`config.mk`:
```
export PLATFORM = sky130hd
export DESIGN_NAME = extpin_irq_ctrl
export DESIGN_NICKNAME = d
export VERILOG_FILES = /design/src/rtl/extpin_pkg.sv /design/src/rtl/extpin_sync.sv /design/src/rtl/extpin_cell.sv /design/src/rtl/extpin_irq_ctrl.sv
export SDC_FILE = /design/constraint.sdc
export NUM_CORES = 1
export LEC_CHECK = 0
export BUFFER_PORTS_ARGS = -buffer_cell sky130_fd_sc_hd__buf_4
export CAP_MARGIN = 20
export CORE_MARGIN = 10
export CORE_UTILIZATION = 40
export CTS_BUF_LIST = sky130_fd_sc_hd__clkbuf_8
export DETAILED_ROUTE_END_ITERATION = 12
export SLEW_MARGIN = 0
export SYNTH_ARGS = -nofsm -noshare
export SYNTH_HDL_FRONTEND = slang
export SYNTH_SLANG_ARGS = --single-unit
```
`constraint.sdc`:
```
create_clock -name clk -period 1.5 [get_ports clk]
set_input_delay 0.3 -clock clk [delete_from_list [all_inputs] [get_ports clk]]
set_output_delay 0.3 -clock clk [all_outputs]
set_load 0.005 [all_outputs]
```
`src/rtl/extpin_pkg.sv`:
```
package extpin_pkg;
  localparam int MAX_PINS = 8;
  localparam int DATA_W   = 32;
  localparam int ADDR_W   = 3;
  localparam int PRIO_W   = 4;

  localparam logic [ADDR_W-1:0] A_SENSE = 3'd0;
  localparam logic [ADDR_W-1:0] A_PRIO  = 3'd1;
  localparam logic [ADDR_W-1:0] A_PEND  = 3'd2;
  localparam logic [ADDR_W-1:0] A_MSET  = 3'd3;
  localparam logic [ADDR_W-1:0] A_MCLR  = 3'd4;
  localparam logic [ADDR_W-1:0] A_CTRL  = 3'd5;

  typedef enum logic [3:0] {
    SNS_FALL = 4'd0,
    SNS_RISE = 4'd1,
    SNS_LOW  = 4'd2,
    SNS_HIGH = 4'd3,
    SNS_BOTH = 4'd4
  } sense_e;

  // lowest bit of pin's field, MSB-first packing
  function automatic int field_lsb(int pin, int fw);
    return DATA_W - (pin + 1) * fw;
  endfunction

  // mask covering the fields of the first np pins
  function automatic logic [DATA_W-1:0] used_fields(int np, int fw);
    logic [DATA_W-1:0] r;
    r = '0;
    for (int n = 0; n < MAX_PINS; n++)
      if (n < np)
        for (int b = 0; b < fw; b++) r[field_lsb(n, fw) + b] = 1'b1;
    return r;
  endfunction

  // word bit (sw-1-n) belongs to pin n
  function automatic logic [MAX_PINS-1:0] word_to_pins(logic [DATA_W-1:0] w, int sw);
    logic [MAX_PINS-1:0] r;
    for (int n = 0; n < MAX_PINS; n++) r[n] = w[sw-1-n];
    return r;
  endfunction

  function automatic logic [DATA_W-1:0] pins_to_word(logic [MAX_PINS-1:0] p, int sw);
    logic [DATA_W-1:0] r;
    r = '0;
    for (int n = 0; n < MAX_PINS; n++) r[sw-1-n] = p[n];
    return r;
  endfunction
endpackage

```
`src/rtl/extpin_sync.sv`:
```
module extpin_sync #(
  parameter int WIDTH  = 8,
  parameter int STAGES = 2
) (
  input  logic             clk,
  input  logic             rst_n,
  input  logic [WIDTH-1:0] din,
  output logic [WIDTH-1:0] dout
);
  logic [WIDTH-1:0] stage_q [STAGES];

  always_ff @(posedge clk or negedge rst_n) begin
    if (!rst_n) stage_q[0] <= '0;
    else        stage_q[0] <= din;
  end

  for (genvar s = 1; s < STAGES; s++) begin : g_stage
    always_ff @(posedge clk or negedge rst_n) begin
      if (!rst_n) stage_q[s] <= '0;
      else        stage_q[s] <= stage_q[s-1];
    end
  end

  assign dout = stage_q[STAGES-1];
endmodule

```
`src/rtl/extpin_cell.sv`:
```
module extpin_cell
  import extpin_pkg::*;
(
  input  logic       clk,
  input  logic       rst_n,
  input  logic       lvl,
  input  logic [3:0] code,
  input  logic       ack_clr,
  output logic       pend,
  output logic       hit
);
  logic prev_q;
  logic rise, fall;
  logic edge_set, is_level, lvl_active;
  logic pend_d;

  assign rise = lvl & ~prev_q;
  assign fall = ~lvl & prev_q;

  always_comb begin
    edge_set   = 1'b0;
    is_level   = 1'b0;
    lvl_active = 1'b0;
    case (code)
      SNS_FALL: edge_set = fall;
      SNS_RISE: edge_set = rise;
      SNS_BOTH: edge_set = rise | fall;
      SNS_LOW:  begin is_level = 1'b1; lvl_active = ~lvl; end
      SNS_HIGH: begin is_level = 1'b1; lvl_active = lvl;  end
      default:  ;
    endcase
  end

  assign hit = edge_set | (is_level & lvl_active);

  // level modes track the pin; edge modes latch, a new edge beats an acknowledge
  always_comb begin
    if (is_level)      pend_d = lvl_active;
    else if (edge_set) pend_d = 1'b1;
    else if (ack_clr)  pend_d = 1'b0;
    else               pend_d = pend;
  end

  always_ff @(posedge clk or negedge rst_n) begin
    if (!rst_n) begin
      prev_q <= 1'b0;
      pend   <= 1'b0;
    end else begin
      prev_q <= lvl;
      pend   <= pend_d;
    end
  end
endmodule

```
`src/rtl/extpin_irq_ctrl.sv`:
```
module extpin_irq_ctrl
  import extpin_pkg::*;
#(
  parameter int NUM_PINS = 8,
  parameter int SENSE_W  = 4,
  parameter int SRC_W    = 32,
  parameter int MODE_BIT = 23,
  parameter int SYNC_STG = 2
) (
  input  logic                clk,
  input  logic                rst_n,
  input  logic [NUM_PINS-1:0] pin_in,
  input  logic                bus_valid,
  input  logic                bus_write,
  input  logic [2:0]          bus_addr,
  input  logic [31:0]         bus_wdata,
  output logic [31:0]         bus_rdata,
  output logic [NUM_PINS-1:0] irq_req,
  output logic                irq_any
);
  localparam logic [DATA_W-1:0] SENSE_USED = used_fields(NUM_PINS, SENSE_W);
  localparam logic [DATA_W-1:0] PRIO_USED  = used_fields(NUM_PINS, PRIO_W);

  logic [DATA_W-1:0]   sense_q, prio_q;
  logic [NUM_PINS-1:0] mask_q;
  logic                mode_q;
  logic [NUM_PINS-1:0] pin_lvl;
  logic [NUM_PINS-1:0] pend_vec, hit_vec, ack_vec, prio_nz, qual_vec;
  logic [MAX_PINS-1:0] wpins_full, pend_full;
  logic [NUM_PINS-1:0] wpins;
  logic                wr_en, rd_en;
  logic [DATA_W-1:0]   rd_mux;

  assign wr_en      = bus_valid & bus_write;
  assign rd_en      = bus_valid & ~bus_write;
  assign wpins_full = word_to_pins(bus_wdata, SRC_W);
  assign wpins      = wpins_full[NUM_PINS-1:0];

  extpin_sync #(.WIDTH(NUM_PINS), .STAGES(SYNC_STG)) u_sync (
    .clk(clk), .rst_n(rst_n), .din(pin_in), .dout(pin_lvl)
  );

  for (genvar n = 0; n < NUM_PINS; n++) begin : g_pin
    localparam int SLSB = field_lsb(n, SENSE_W);
    localparam int PLSB = field_lsb(n, PRIO_W);
    logic [3:0] code_n;
    assign code_n     = 4'(sense_q[SLSB +: SENSE_W]);
    assign prio_nz[n] = |prio_q[PLSB +: PRIO_W];
    assign ack_vec[n] = wr_en && (bus_addr == A_PEND) && !wpins[n];

    extpin_cell u_cell (
      .clk(clk), .rst_n(rst_n), .lvl(pin_lvl[n]), .code(code_n),
      .ack_clr(ack_vec[n]), .pend(pend_vec[n]), .hit(hit_vec[n])
    );
  end

  assign qual_vec = pend_vec & ~mask_q & prio_nz;
  assign irq_req  = mode_q ? qual_vec : '0;
  assign irq_any  = |qual_vec;

  always_ff @(posedge clk or negedge rst_n) begin
    if (!rst_n) begin
      sense_q <= '0;
      prio_q  <= '0;
      mask_q  <= '1;
      mode_q  <= 1'b0;
    end else if (wr_en) begin
      case (bus_addr)
        A_SENSE: sense_q <= bus_wdata & SENSE_USED;
        A_PRIO:  prio_q  <= bus_wdata & PRIO_USED;
        A_MSET:  mask_q  <= mask_q | wpins;
        A_MCLR:  mask_q  <= mask_q & ~wpins;
        A_CTRL:  mode_q  <= bus_wdata[MODE_BIT];
        default: ;
      endcase
    end
  end

  assign pend_full = MAX_PINS'(pend_vec);

  always_comb begin
    rd_mux = '0;
    case (bus_addr)
      A_SENSE: rd_mux = sense_q;
      A_PRIO:  rd_mux = prio_q;
      A_PEND:  rd_mux = pins_to_word(pend_full, SRC_W);
      A_CTRL:  rd_mux[MODE_BIT] = mode_q;
      default: rd_mux = '0;
    endcase
  end

  always_ff @(posedge clk or negedge rst_n) begin
    if (!rst_n)     bus_rdata <= '0;
    else if (rd_en) bus_rdata <= rd_mux;
  end
endmodule

```
# Word level (Yosys, flattened, before mapping)
# Index checks and enable logic that the tools add are counted.
[classes] n_mux=53 n_reduce_logical=56 n_eq_ne=37 bitwise=49
[op_table] operator="4-bit by 2-bit equality test with 1-bit output, second input constant" n=16
[op_table] operator="23-bit one-hot mux with 2 select lines" n=1
[op_table] operator="4-bit by 1-bit equality test with 1-bit output, second input constant" n=8
[op_table] operator="4-bit by 3-bit equality test with 1-bit output, second input constant" n=8
[op_table] operator="4-bit logical NOT" n=8
[op_table] operator="1-bit 2-to-1 mux" n=32
[op_table] operator="4-bit OR reduction" n=8
[op_table] operator="1-bit one-hot mux with 3 select lines" n=9
[op_table] operator="8-bit bitwise AND" n=3
[op_table] operator="8-bit one-hot mux with 3 select lines" n=1
[op_table] operator="3-bit nonzero test" n=8
[op_table] operator="1-bit bitwise AND" n=18
[op_table] operator="1-bit inverter" n=17
[op_table] operator="8-bit inverter" n=2
[op_table] operator="1-bit one-hot mux with 2 select lines" n=8
[op_table] operator="8-bit one-hot mux with 2 select lines" n=1
[op_table] operator="2-bit OR reduction" n=8
[op_table] operator="1-bit logical AND" n=9
[op_table] operator="1-bit logical NOT" n=8
[op_table] operator="8-bit 2-to-1 mux" n=1
[op_table] operator="1-bit bitwise OR" n=8
[op_table] operator="8-bit bitwise OR" n=1
[op_table] operator="2-bit AND reduction" n=4
[op_table] operator="8-bit OR reduction" n=1
[op_table] operator="other kinds (5)" n=7
[totals] reg_bits=137 output_inout_bits=41 in_bits=47 word_cells=218

# Longest topological paths before layout
# Gate-level depths: netlist of the first run.
[logic_depth] ltp_word=6 ltp_mapped=6

# Modules after synthesis
# From an unflattened synthesis of the first run, not the netlist that was laid out.
[unflattened] hier_cells=550 hier_area_um2=6327.3
[modules_own_cells] mod="extpin_irq_ctrl" cells_each=374 area_each_um2=4665.7 instances=1 seq_area_each_um2=2637.5
[modules_own_cells] mod="extpin_cell" cells_each=19 area_each_um2=150.1 instances=8 seq_area_each_um2=50.0
[modules_own_cells] mod="extpin_sync" cells_each=24 area_each_um2=460.4 instances=1 seq_area_each_um2=400.4

# Worst setup path before layout of the first run
# No wires, ideal clock.
[synth_timing] kind="input to register" start="in bus_addr[1]" end="reg prio_q[0]" cell_stages=6 n_path_buf=3 slack_ps=-151 setup_time_ps=128 t_arrival_ps=1523 path_cell_list="buf_2 -> nor3b_2 -> and3_1 -> buf_2 -> buf_4 -> mux2_1"
[synth_via] elab_chain_cells=2
[synth_lines] item="start: declaration" line_no="extpin_irq_ctrl.sv:15" text="input logic [2:0] bus_addr,"
[synth_lines] item="3-bit by 1-bit equality test with 1-bit output" line_no="extpin_irq_ctrl.sv:68" text="case (bus_addr)"
[synth_lines] item="2-bit AND reduction (no line)"
[synth_lines] item="end signal: assignment" line_no="extpin_irq_ctrl.sv:70" text="A_PRIO: prio_q <= bus_wdata & PRIO_USED;"
[synth_lines] item="end: declaration" line_no="extpin_irq_ctrl.sv:24" text="logic [DATA_W-1:0] sense_q, prio_q;"
# No other way between the ends.
# A chain may end at the register's enable or synchronous reset.

# Worst setup path in the final report of the first run
[layout_timing] start="reg prio_q[30]" end="out irq_any"
[layout_via] elab_chain_cells=3
[layout_lines] item="4-bit OR reduction" line_no="extpin_irq_ctrl.sv:48" text="assign prio_nz[n] = |prio_q[PLSB +: PRIO_W];"
[layout_lines] item="8-bit bitwise AND" line_no="extpin_irq_ctrl.sv:57" text="assign qual_vec = pend_vec & ~mask_q & prio_nz;"
[layout_lines] item="8-bit OR reduction" line_no="extpin_irq_ctrl.sv:59" text="assign irq_any = |qual_vec;"
[layout_lines] item="end: declaration" line_no="extpin_irq_ctrl.sv:19" text="output logic irq_any"
# No other way between the ends.

==> results of run 1 <==
-- per-stage QoR --
stage                     hold WS (ns)  power (uW)  setup slack [ns]
after floorplan                0.00441        6180           -0.0935
after global placement           0.260        7600            -0.445
after detailed placement         0.260        7680            -0.505
after CTS                       0.0406       11100            -0.909
after global routing            0.0459       11600            -0.934
final                           0.0692       11100            -0.869
-- cell families (layout without fill, tap and decap cells) --
| kind of cell | Yosys count | after routing |
|---|---|---|
| compound gates | 117 | 117 |
| xor+xnor | 8 | 8 |
| fa+ha+maj | 16 | 16 |
| buf+inv | 55 | 280 |
| flops | 137 | 137 |
| mux | 74 | 74 |
| simple gates | 88 | 88 |
-- area by class of cell --
| class | instances | area, um2 | area share (%) |
|---|---|---|---|
| clock buffers | 20 | 275 | 3.13 |
| clock inverters | 12 | 138 | 1.57 |
| inverters | 30 | 115 | 1.31 |
| multi-input cells | 303 | 2850 | 32.5 |
| flip-flops and latches | 137 | 3440 | 39.1 |
| well taps | 184 | 230 | 2.62 |
| repair buffers | 218 | 1740 | 19.8 |
-- path summary, 6_finish.rpt --
check	to	slack [ns]	cells past startpoint
worst max-delay path	irq_any	-0.87	4
worst min-delay path	sense_q[0]$_DFFE_PN0P_	0.07	2
worst max register to register	g_pin[1].u_cell.pend$_DFFE_PN0P_	-0.12	4
worst min register to register	u_sync.dout[6]$_DFF_PN0_	0.35	0
max in group asynchronous	asynchronous set/reset pin	0.56	3
min in group asynchronous	g_pin[3].u_cell.pend$_DFFE_PN0P_	0.35	2
-- cells in the final DEF (no fill, tap or decap), types with 9 or more instances in the layout --
master	Yosys	final
mux2_1	66	9
clkbuf_8	0	20
buf_4	6	201
a22oi_1	26	24
dfrtp_1	129	129
ha_1	16	15
o21ai_1	31	31
nand2_1	24	24
dlygate4sd3_1	0	9
inv_1	28	27
mux2_4	0	57
o31ai_1	9	9
-- what timing repair did --
item	4_1_cts	5_1_grt
buffers inserted	3	4
hold endpoints to repair	39	0
hold buffers	9	0
pin swaps	28	14
endpoints found under the setup margin	17	17
gates resized for setup	24	10
-- cell usage after synthesis (2+ instances only) --
master,instances
xor2_1,6
a21oi_1,8
dfrtp_1,129
a22o_1,8
clkbuf_1,14
o32ai_1,4
buf_4,6
nor3b_1,8
nand2_1,24
a22oi_1,26
nand4b_1,2
nor2_1,8
and3_1,2
o31a_1,8
o21ai_1,31
mux2i_1,8
inv_2,2
mux2_1,66
nor3_1,6
xnor2_1,2
buf_2,5
inv_1,28
o21ai_0,8
ha_1,16
nor4_1,20
a32oi_1,6
or4_1,9
o31ai_1,9
dfstp_2,8
o2bb2ai_1,8
nand2b_1,5
-- state kept, by name (all words and copies together) (netlist names), named ones only --
register and flops:
bus_rdata 32, mode_q 1, prio_q 32, u_sync.dout 8, g_pin.u_cell.pend 8, u_sync.stage_q 8
sense_q 32, g_pin.u_cell.prev_q 8
-- power groups by stage --
| stage | clock, uW | sequential (uW) | combinational, uW |
|---|---|---|---|
| after floorplan | 0 | 4880 | 1300 |
| after global placement | 0 | 4840 | 2770 |
| after detailed placement | 0 | 4870 | 2800 |
| after CTS | 3250 | 4860 | 2950 |
| after global routing | 3390 | 4960 | 3300 |
| final | 3180 | 4870 | 3040 |
-- layer usage --
layer | track usage, % | routed length (um)
met1 | 21.0 | 7630
met3 | 4.78 | 930
met5 | 0 | 0
met2 | 28.0 | 8230
met4 | 5.32 | 197
==> results.json, run 1 <==
{
  "status": "complete, but fails checks",
  "violations": "negative setup slack",
  "first_pass_iters": 5,
  "synth-seq-cells": 137,
  "syn_nets": 558,
  "ys_async_sr_fraction_pct": 100,
  "power.switching_uw": 3310,
  "dpl_cell_area_um2": 8060,
  "path_buf_inv": 1,
  "period_minus_slack_ns": 2.37,
  "synthSimpleGateAreaFrac_pct": 8.28,
  "drc": 0,
  "clkTransAtPathRegs_ns": 0.08,
  "yosys.area_share.adder_pct": 3.30,
  "drt.antenna.violating_nets": 0,
  "critical_path_required_ns": 1.20,
  "dieArea_um2": 20500,
  "relSlewSlack_pct": 48.9,
  "area_growth_pct": 44.7,
  "grt_pass1_vias": 5113,
  "grt_remaining_overflow": 0,
  "synth_top_family_by_area": "multiplexers",
  "cts_root_buf": "clkbuf_8",
  "finalSetupViolations": 17,
  "syn_area_per_cell_um2": 12.3,
  "fin_cells": 904,
  "grt_antenna_before_repair": 0,
  "slew_viol_final": 0,
  "tns_ns": -4.02,
  "slowest_delay_ns": 0.56,
  "io_pins": 88,
  "yosys.area.top_type_share_pct": 53.2,
  "pwr-share-comb_pct": 27.4,
  "setup.worst_path.start_class": "flip-flop",
  "hold_violations": 0,
  "num_rows": 44,
  "cts_buffers": 17,
  "timing.rr.start": "u_sync.dout[1]$_DFF_PN0_",
  "hp-start": "bus_wdata[0]",
  "portBuffers": 87,
  "fin_skew_ns": 0.0132,
  "synth_area_leader_cell": "dfrtp_1",
  "drive_above_1_share_pct": 47.1,
  "dp_hpwl_um": 12300,
  "intPower_uw": 7780,
  "h-tree-depth": 4,
  "synth_mux_area_share_pct": 13.6,
  "fin_area_um2": 8790,
  "syn_inst": 495,
  "power_leakage_uw": 0.00412,
  "post_drt_via_cell_ratio": 5.28,
  "rsz0062_at_grt": "yes",
  "fin_ws_ns": -0.869,
  "critPathLaunch": "prio_q[30]$_DFFE_PN0P_",
  "cp-end-kind": "output port",
  "cts_tree": "done",
  "die_w_um": 143,
  "drt_iter0_drc": 219,
  "dpl.cell_count": 859,
  "track_usage_pct": 16.9,
  "fill_cells": 1195,
  "maxCapViolCount": 0,
  "seqPwrFrac_pct": 43.9,
  "synth_edf_count": 0,
  "power-per-cell-area_nw_per_um2": 1260,
  "ys.flop_type": "dfrtp_1",
  "nets": 770,
  "netlist_area_um2": 6070,
  "swShare_pct": 29.9,
  "crit_fanout": 2,
  "gp_congestion": 0.839,
  "clk_latency_ns": 0.47,
  "synth-xor-area-share_pct": 1.15,
  "vdd_ir_drop_max_v": 0.000871,
  "crit_family": "simple AND/OR/NAND/NOR gates",
  "ys_types": 36,
  "fmax_mhz": 422,
  "critPathSlowestCell": "or4_4",
  "fin_util_pct": 59.8,
  "max_slew.worst_pin.slew_ns": 0.764,
  "num_vias": 4777,
  "clock_tree.buffer_depth": 2,
  "wl_um": 17000,
  "crit_type": "flip-flop to output port",
  "wl_per_cell_um": 18.8,
  "start_util_pct": 41.3,
  "pwr-share-clk_pct": 28.7,
  "crit_chain": "nor4_4 > o32ai_1 > or4_4 > buf_6",
  "worstPathArrival_ns": 2.07,
  "synth_compound_area_share_pct": 13.2,
  "core-area_um2": 14700,
  "cts_num_sinks": 137,
  "hp-class": "input port to flip-flop",
  "die_h_um": 143,
  "netlist_top_cells_area": "dfrtp_1 53%, mux2_1 12%, dfstp_2 3.5%",
  "ys_warn_count": 0,
  "finalCritPeriodShare_pct": 158,
  "grt_first_pass_wirelength_um": 27100,
  "grt_max_degree": 44,
  "diodes": 0,
  "yosysSeqAreaShare_pct": 56.6
}
(Power assumes the default switching activity.)
==> run 2, diff against run 1 <==
==> constraint.sdc (replaced) <==
create_clock -name clk -period 1.5 [get_ports clk]
set_input_delay 0.15 -clock clk [delete_from_list [all_inputs] [get_ports clk]]
set_output_delay 0.15 -clock clk [all_outputs]
set_load 0.005 [all_outputs]
==> run 2 against run 1 <==
  * The flow still finishes with violations (negative setup slack)
  * Clock power barely moved
  * First-iteration DRC count fell by 6.8%
  * Final area fell by 0.58%
  * Utilization fell by 0.35 points
  * Die area did not move
  * Hold slack improved by 0.12 ns
  * Global-route usage fell by 0.37 points
  * Sequential cell count did not move
  * Sequential power barely moved
  * Routed wire length fell by 2.9%
  * Via count rose by 1.9%
  * Non-clock buffer count rose by 22
  * Critical endpoint unchanged
==> results.json, run 2 (synthesized netlist as in run 1, its figures left out) <==
{
  "status": "complete, but fails checks",
  "violations": "negative setup slack",
  "wl_um": 16500,
  "slowest_delay_ns": 0.56,
  "grt_pass1_vias": 5209,
  "finalPower_uw": 10700,
  "fmax_mhz": 461,
  "clk_latency_ns": 0.44,
  "nets": 792,
  "max_slew.worst_pin.slew_ns": 0.398,
  "power-per-cell-area_nw_per_um2": 1230,
  "slew_viol_final": 0,
  "die_h_um": 143,
  "start_util_pct": 41.3,
  "drive_above_1_share_pct": 35.8,
  "cp-end-kind": "output port",
  "first_pass_iters": 4,
  "pwr-share-comb_pct": 24.9,
  "cts_buffers": 17,
  "vdd_ir_drop_max_v": 0.000625,
  "crit_family": "simple AND/OR/NAND/NOR gates",
  "cts_tree": "done",
  "drt-met1-wl_um": 7220,
  "power.switching_uw": 3030,
  "cts_num_sinks": 137,
  "maxUsedRoutingLayer": "met4",
  "gp_congestion": 0.860,
  "finalCritPeriodShare_pct": 145,
  "critPathSlowestCell": "or4_4",
  "drt.antenna.violating_nets": 0,
  "hold_violations": 0,
  "path_buf_inv": 2,
  "io_pins": 88,
  "wl_met3_um": 895,
  "core-area_um2": 14700,
  "h-tree-depth": 4,
  "crit_fanout": 2,
  "crit_type": "flip-flop to output port",
  "worstPathArrival_ns": 2.02,
  "grt_remaining_overflow": 0,
  "fin_ws_ns": -0.671,
  "dp_hpwl_um": 11800,
  "grt_max_degree": 46,
  "seqPwrFrac_pct": 45.2,
  "diodes": 0,
  "hp-class": "input port to asynchronous set/reset pin",
  "cts_root_buf": "clkbuf_8",
  "finalSetupViolations": 17,
  "post_drt_via_cell_ratio": 5.25,
  "wl_per_cell_um": 17.8,
  "power_leakage_uw": 0.00408,
  "track_usage_pct": 16.5,
  "clock_tree.buffer_depth": 2,
  "fin_skew_ns": 0.00949,
  "fill_cells": 1216,
  "relSlewSlack_pct": 73.4,
  "num_rows": 44,
  "whs_ns": 0.194,
  "grt_first_pass_wirelength_um": 26800,
  "maxCapViolCount": 0,
  "area_growth_pct": 43.9,
  "reg.largest.list": "bus_rdata x32, prio_q x32, sense_q x32",
  "wl_met2_um": 8030,
  "rsz0062_at_grt": "yes",
  "crit_chain": "nor4_2 > buf_4 > o32ai_1 > or4_4 > buf_6",
  "grt_antenna_before_repair": 0,
  "mostFrequentLayoutCell": "buf_4",
  "portBuffers": 87,
  "dieArea_um2": 20500,
  "drt_iter0_drc": 204,
  "intPower_uw": 7700,
  "swShare_pct": 28.2,
  "num_vias": 4866,
  "setup.worst_path.start_class": "flip-flop",
  "clkTransAtPathRegs_ns": 0.07,
  "pwr-share-clk_pct": 29.9,
  "drc": 0,
  "die_w_um": 143,
  "layout_common_cells": "193 x buf_4, 129 x dfrtp_1, 66 x mux2_1",
  "critical_path_required_ns": 1.35,
  "period_minus_slack_ns": 2.17
}
## run 2: changes by cell type in the layout (fill, tap and decap cells not counted), sizes merged
cell         change
clkbuf           +2
bufinv           +1
buf             -10
dlygate4sd3     +32
clkinvlp         -1
clkinv           -1
inv              -1
## run 2: stage by stage
stage / area [um2] / TNS (ns) / instances / setup WS (ns) / util (%)
finish: 8740 / -2.44 / 926 / -0.671 / 59.5
global route: 8740 / -3.78 / 926 / -0.781 / 59.5
detailed placement: 7660 / -1.53 / 844 / -0.398 / 52.1
global placement: 7660 / -1.34 / 844 / -0.399 / 52.1
floorplan: 6080 / -0.678 / 495 / -0.0860 / -
CTS: 8660 / -2.83 / 921 / -0.743 / 58.9
## run 2: worst paths after layout
kind	start	slack, ns	depth (start not counted)	end
worst min register to register	u_sync.stage_q[8]$_DFF_PN0_	0.35	0	u_sync.dout[0]$_DFF_PN0_
worst min-delay path	rst_n	0.19	2	sense_q[29]$_DFFE_PN0P_
worst max-delay path	prio_q[22]$_DFFE_PN0P_	-0.67	5	irq_any
max in group asynchronous	rst_n	0.65	3	prio_q[16]$_DFFE_PN0P_
worst max register to register	g_pin[7].u_cell.prev_q$_DFF_PN0_	-0.19	5	g_pin[7].u_cell.pend$_DFFE_PN0P_
min in group clk	bus_write	0.23	4	mode_q$_DFFE_PN0P_
## run 2: area by class of cell
class	instances	area, um2	share of cell area (%)
sequential	137	3440	39.3
timing repair buffer	240	1950	22.3
clock buffer	22	303	3.46
clock inverter	10	124	1.42
multi-input combinational	303	2580	29.5
tap	184	230	2.63
inverter	30	113	1.29
## run 2: repair_timing
action                     in CTS  in global routing
gates resized for setup        24                  7
pin swaps                      25                 15
setup endpoints to repair      17                 17
setup buffers                   5                  6
hold buffers                   41                  0
hold endpoints to repair      184                  0
## run 2: power groups by stage
stage / Clock (uW) / Combinational (uW) / Sequential (uW)
2_1_floorplan: 0 / 998 / 4830
3_3_place_gp: 0 / 2340 / 4820
3_5_place_dp: 0 / 2390 / 4850
4_1_cts: 3290 / 2620 / 4820
5_1_grt: 3460 / 2930 / 4920
6_report: 3210 / 2670 / 4850
## run 2: routing by layer
| metal | GRT usage [%] | vias to the layer above |
|---|---|---|
| met1 | 20.3 | 2400 |
| li1 | - | 2302 |
| met3 | 4.31 | 28 |
| met5 | 0 | - |
| met2 | 27.1 | 136 |
| met4 | 6.88 | 0 |
==> run 3, diff against run 2 <==
--- a/config.mk
+++ b/config.mk
@@ -7,7 +7,7 @@
 export LEC_CHECK = 0
 export BUFFER_PORTS_ARGS = -buffer_cell sky130_fd_sc_hd__buf_4
 export CAP_MARGIN = 20
-export CORE_MARGIN = 10
+export CORE_MARGIN = 2
 export CORE_UTILIZATION = 40
 export CTS_BUF_LIST = sky130_fd_sc_hd__clkbuf_8
 export DETAILED_ROUTE_END_ITERATION = 12
==> run 3 against run 2 <==
  * The run still ends with negative setup slack left
  * Non-clock buffer count shrank 1
  * Maximum frequency shrank 2.0%
  * Utilization shrank 0.32 points
  * Final area grew 1.7%
  * Setup slack lost 0.043 ns
  * Clock power grew 14%
  * Power grew 4.7%
  * Sequential share of layout area shrank 0.65 points
  * Global-route usage grew 4.2 points
  * Sequential power is essentially flat
  * Critical endpoint unchanged
==> results.json, run 3 (synthesized netlist as in run 1, its figures left out) <==
{
  "reg.largest.list": "bus_rdata x32, prio_q x32, sense_q x32",
  "relSlewSlack_pct": 72.3,
  "pwr-share-clk_pct": 32.7,
  "io_pins": 88,
  "grt_max_degree": 57,
  "vdd_ir_drop_max_v": 0.000545,
  "die_h_um": 127,
  "critical_path_required_ns": 1.35,
  "fill_cells": 1238,
  "track_usage_pct": 20.7,
  "dpl.cell_count": 848,
  "grt_first_pass_wirelength_um": 25700,
  "start_util_pct": 40.4,
  "power.switching_uw": 3060,
  "slew_viol_final": 0,
  "num_vias": 4799,
  "nets": 791,
  "clkTransAtPathRegs_ns": 0.07,
  "power-per-cell-area_nw_per_um2": 1260,
  "crit_fanout": 2,
  "seqPwrFrac_pct": 43.2,
  "finalCritPeriodShare_pct": 148,
  "area_growth_pct": 46.4,
  "drt_iter0_drc": 270,
  "core-area_um2": 15000,
  "slowest_delay_ns": 0.56,
  "worstPathArrival_ns": 2.06,
  "grt_remaining_overflow": 0,
  "critPathSlowestCell": "or4_4",
  "maxCapViolCount": 0,
  "grt_antenna_before_repair": 0,
  "h-tree-depth": 4,
  "fmax_mhz": 451,
  "crit_chain": "nor4_2 > buf_4 > o32ai_2 > or4_4 > buf_6",
  "max_slew.worst_pin.slew_ns": 0.411,
  "clock_tree.buffer_depth": 2,
  "fin_ws_ns": -0.715,
  "post_drt_via_cell_ratio": 5.17,
  "crit_type": "flip-flop to output port",
  "cts_num_sinks": 137,
  "grt_pass1_vias": 5068,
  "intPower_uw": 8170,
  "violations": "negative setup slack",
  "cts_tree": "done",
  "finalSetupViolations": 17,
  "status": "complete, but fails checks",
  "die_w_um": 127,
  "mostFrequentLayoutCell": "buf_4",
  "hold_violations": 0,
  "wl_um": 15600,
  "gp_congestion": 0.780,
  "pwr-share-comb_pct": 24.1,
  "rsz0062_at_grt": "yes",
  "reg2reg_depth": 5,
  "whs_ns": 0.142,
  "drc": 0,
  "dp_hpwl_um": 11000,
  "wl_per_cell_um": 16.8,
  "drt.antenna.violating_nets": 0,
  "diodes": 0,
  "first_pass_iters": 4,
  "hp-class": "input port to asynchronous set/reset pin",
  "num_rows": 45,
  "cts_buffers": 17,
  "fin_skew_ns": 0.00777,
  "layout_common_cells": "188 x buf_4, 128 x dfrtp_1, 66 x mux2_1",
  "drive_above_1_share_pct": 36.3,
  "swShare_pct": 27.3,
  "period_minus_slack_ns": 2.21,
  "dieArea_um2": 16200,
  "power_leakage_uw": 0.00412,
  "cts_root_buf": "clkbuf_8",
  "portBuffers": 87,
  "fin_cells": 929,
  "setup.worst_path.start_class": "flip-flop",
  "clk_latency_ns": 0.45,
  "cp-end-kind": "output port",
  "r2r_slack_ns": -0.16
}
[run 3: changes by cell type in the layout (fill, tap and decap cells not counted), moves of 2 or more]
cell,previous run,this run
bufinv_16,3,5
ha_4,1,3
buf_4,193,188
clkinv_2,3,1
buf_12,3,7
clkbuf_8,22,24
inv_1,29,27
nor4_2,9,7
[run 3: final timing paths]
check                                                 start                                to
min reg2reg                    u_sync.stage_q[14]$_DFF_PN0_          u_sync.dout[6]$_DFF_PN0_
min in group clk                                bus_addr[0]                         flip-flop
max                                  prio_q[17]$_DFFE_PN0P_                           irq_any
max reg2reg                g_pin[6].u_cell.prev_q$_DFF_PN0_  g_pin[6].u_cell.pend$_DFFE_PN0P_
min                                                   rst_n  g_pin[0].u_cell.prev_q$_DFF_PN0_
max in group asynchronous                             rst_n        asynchronous set/reset pin
[run 3: what timing repair did]
item	4_1_cts	5_1_grt
endpoints found under the hold margin	204	0
hold buffers	41	0
endpoints found under the setup margin	17	17
resized for setup	23	14
buffers inserted	4	5
pin swaps	20	12
[run 3: cell type report]
| cell class | count | area, um2 | share of cell area (%) |
|---|---|---|---|
| flip-flops and latches | 137 | 3440 | 38.7 |
| multi-input cells | 303 | 2610 | 29.4 |
| repair buffers | 239 | 2000 | 22.4 |
| clock buffers | 24 | 330 | 3.72 |
| well taps | 188 | 235 | 2.65 |
| clock inverters | 8 | 163 | 1.83 |
| inverters | 30 | 115 | 1.29 |
[run 3: power by group through the flow]
stage / sequential (uW) / clock (uW) / combinational [uW]
after CTS: 4850 / 3750 / 2630
after global routing: 4940 / 3930 / 2990
after global placement: 4820 / 0 / 2370
final: 4860 / 3670 / 2710
after floorplan: 4830 / 0 / 998
after detailed placement: 4860 / 0 / 2410
[run 3: per-stage QoR]
step / total power [uW] / TNS, ns / cell area, um2 / setup WS (ns) / util (%)
CTS: 11200 / -2.78 / 8780 / -0.727 / 58.4
finish: 11200 / -2.51 / 8890 / -0.715 / 59.1
detailed placement: 7270 / -1.42 / 7710 / -0.344 / 51.3
floorplan: 5830 / -0.678 / 6080 / -0.0860 / -
global placement: 7190 / -1.28 / 7710 / -0.298 / 51.3
global route: 11900 / -3.74 / 8890 / -0.796 / 59.1
[run 3: worst max-delay path, delay by kind of cell, from the launching register on]
| family | cells | cell delay [ns] |
|---|---|---|
| buffers and inverters | 2 | 0.32 |
| AO/OA/AOI/OAI | 1 | 0.07 |
| AND/OR/NAND/NOR | 2 | 0.84 |
| flip-flops | 1 | 0.39 |
[run 3: metal layers]
layer / share of wire [%] / routed length [um] / global-route usage [%]
met5: 0 / 0 / 0
met4: 1.9 / 300 / 7.89
met3: 4.7 / 741 / 4.19
met2: 48 / 7490 / 33.5
met1: 45 / 7080 / 27.6
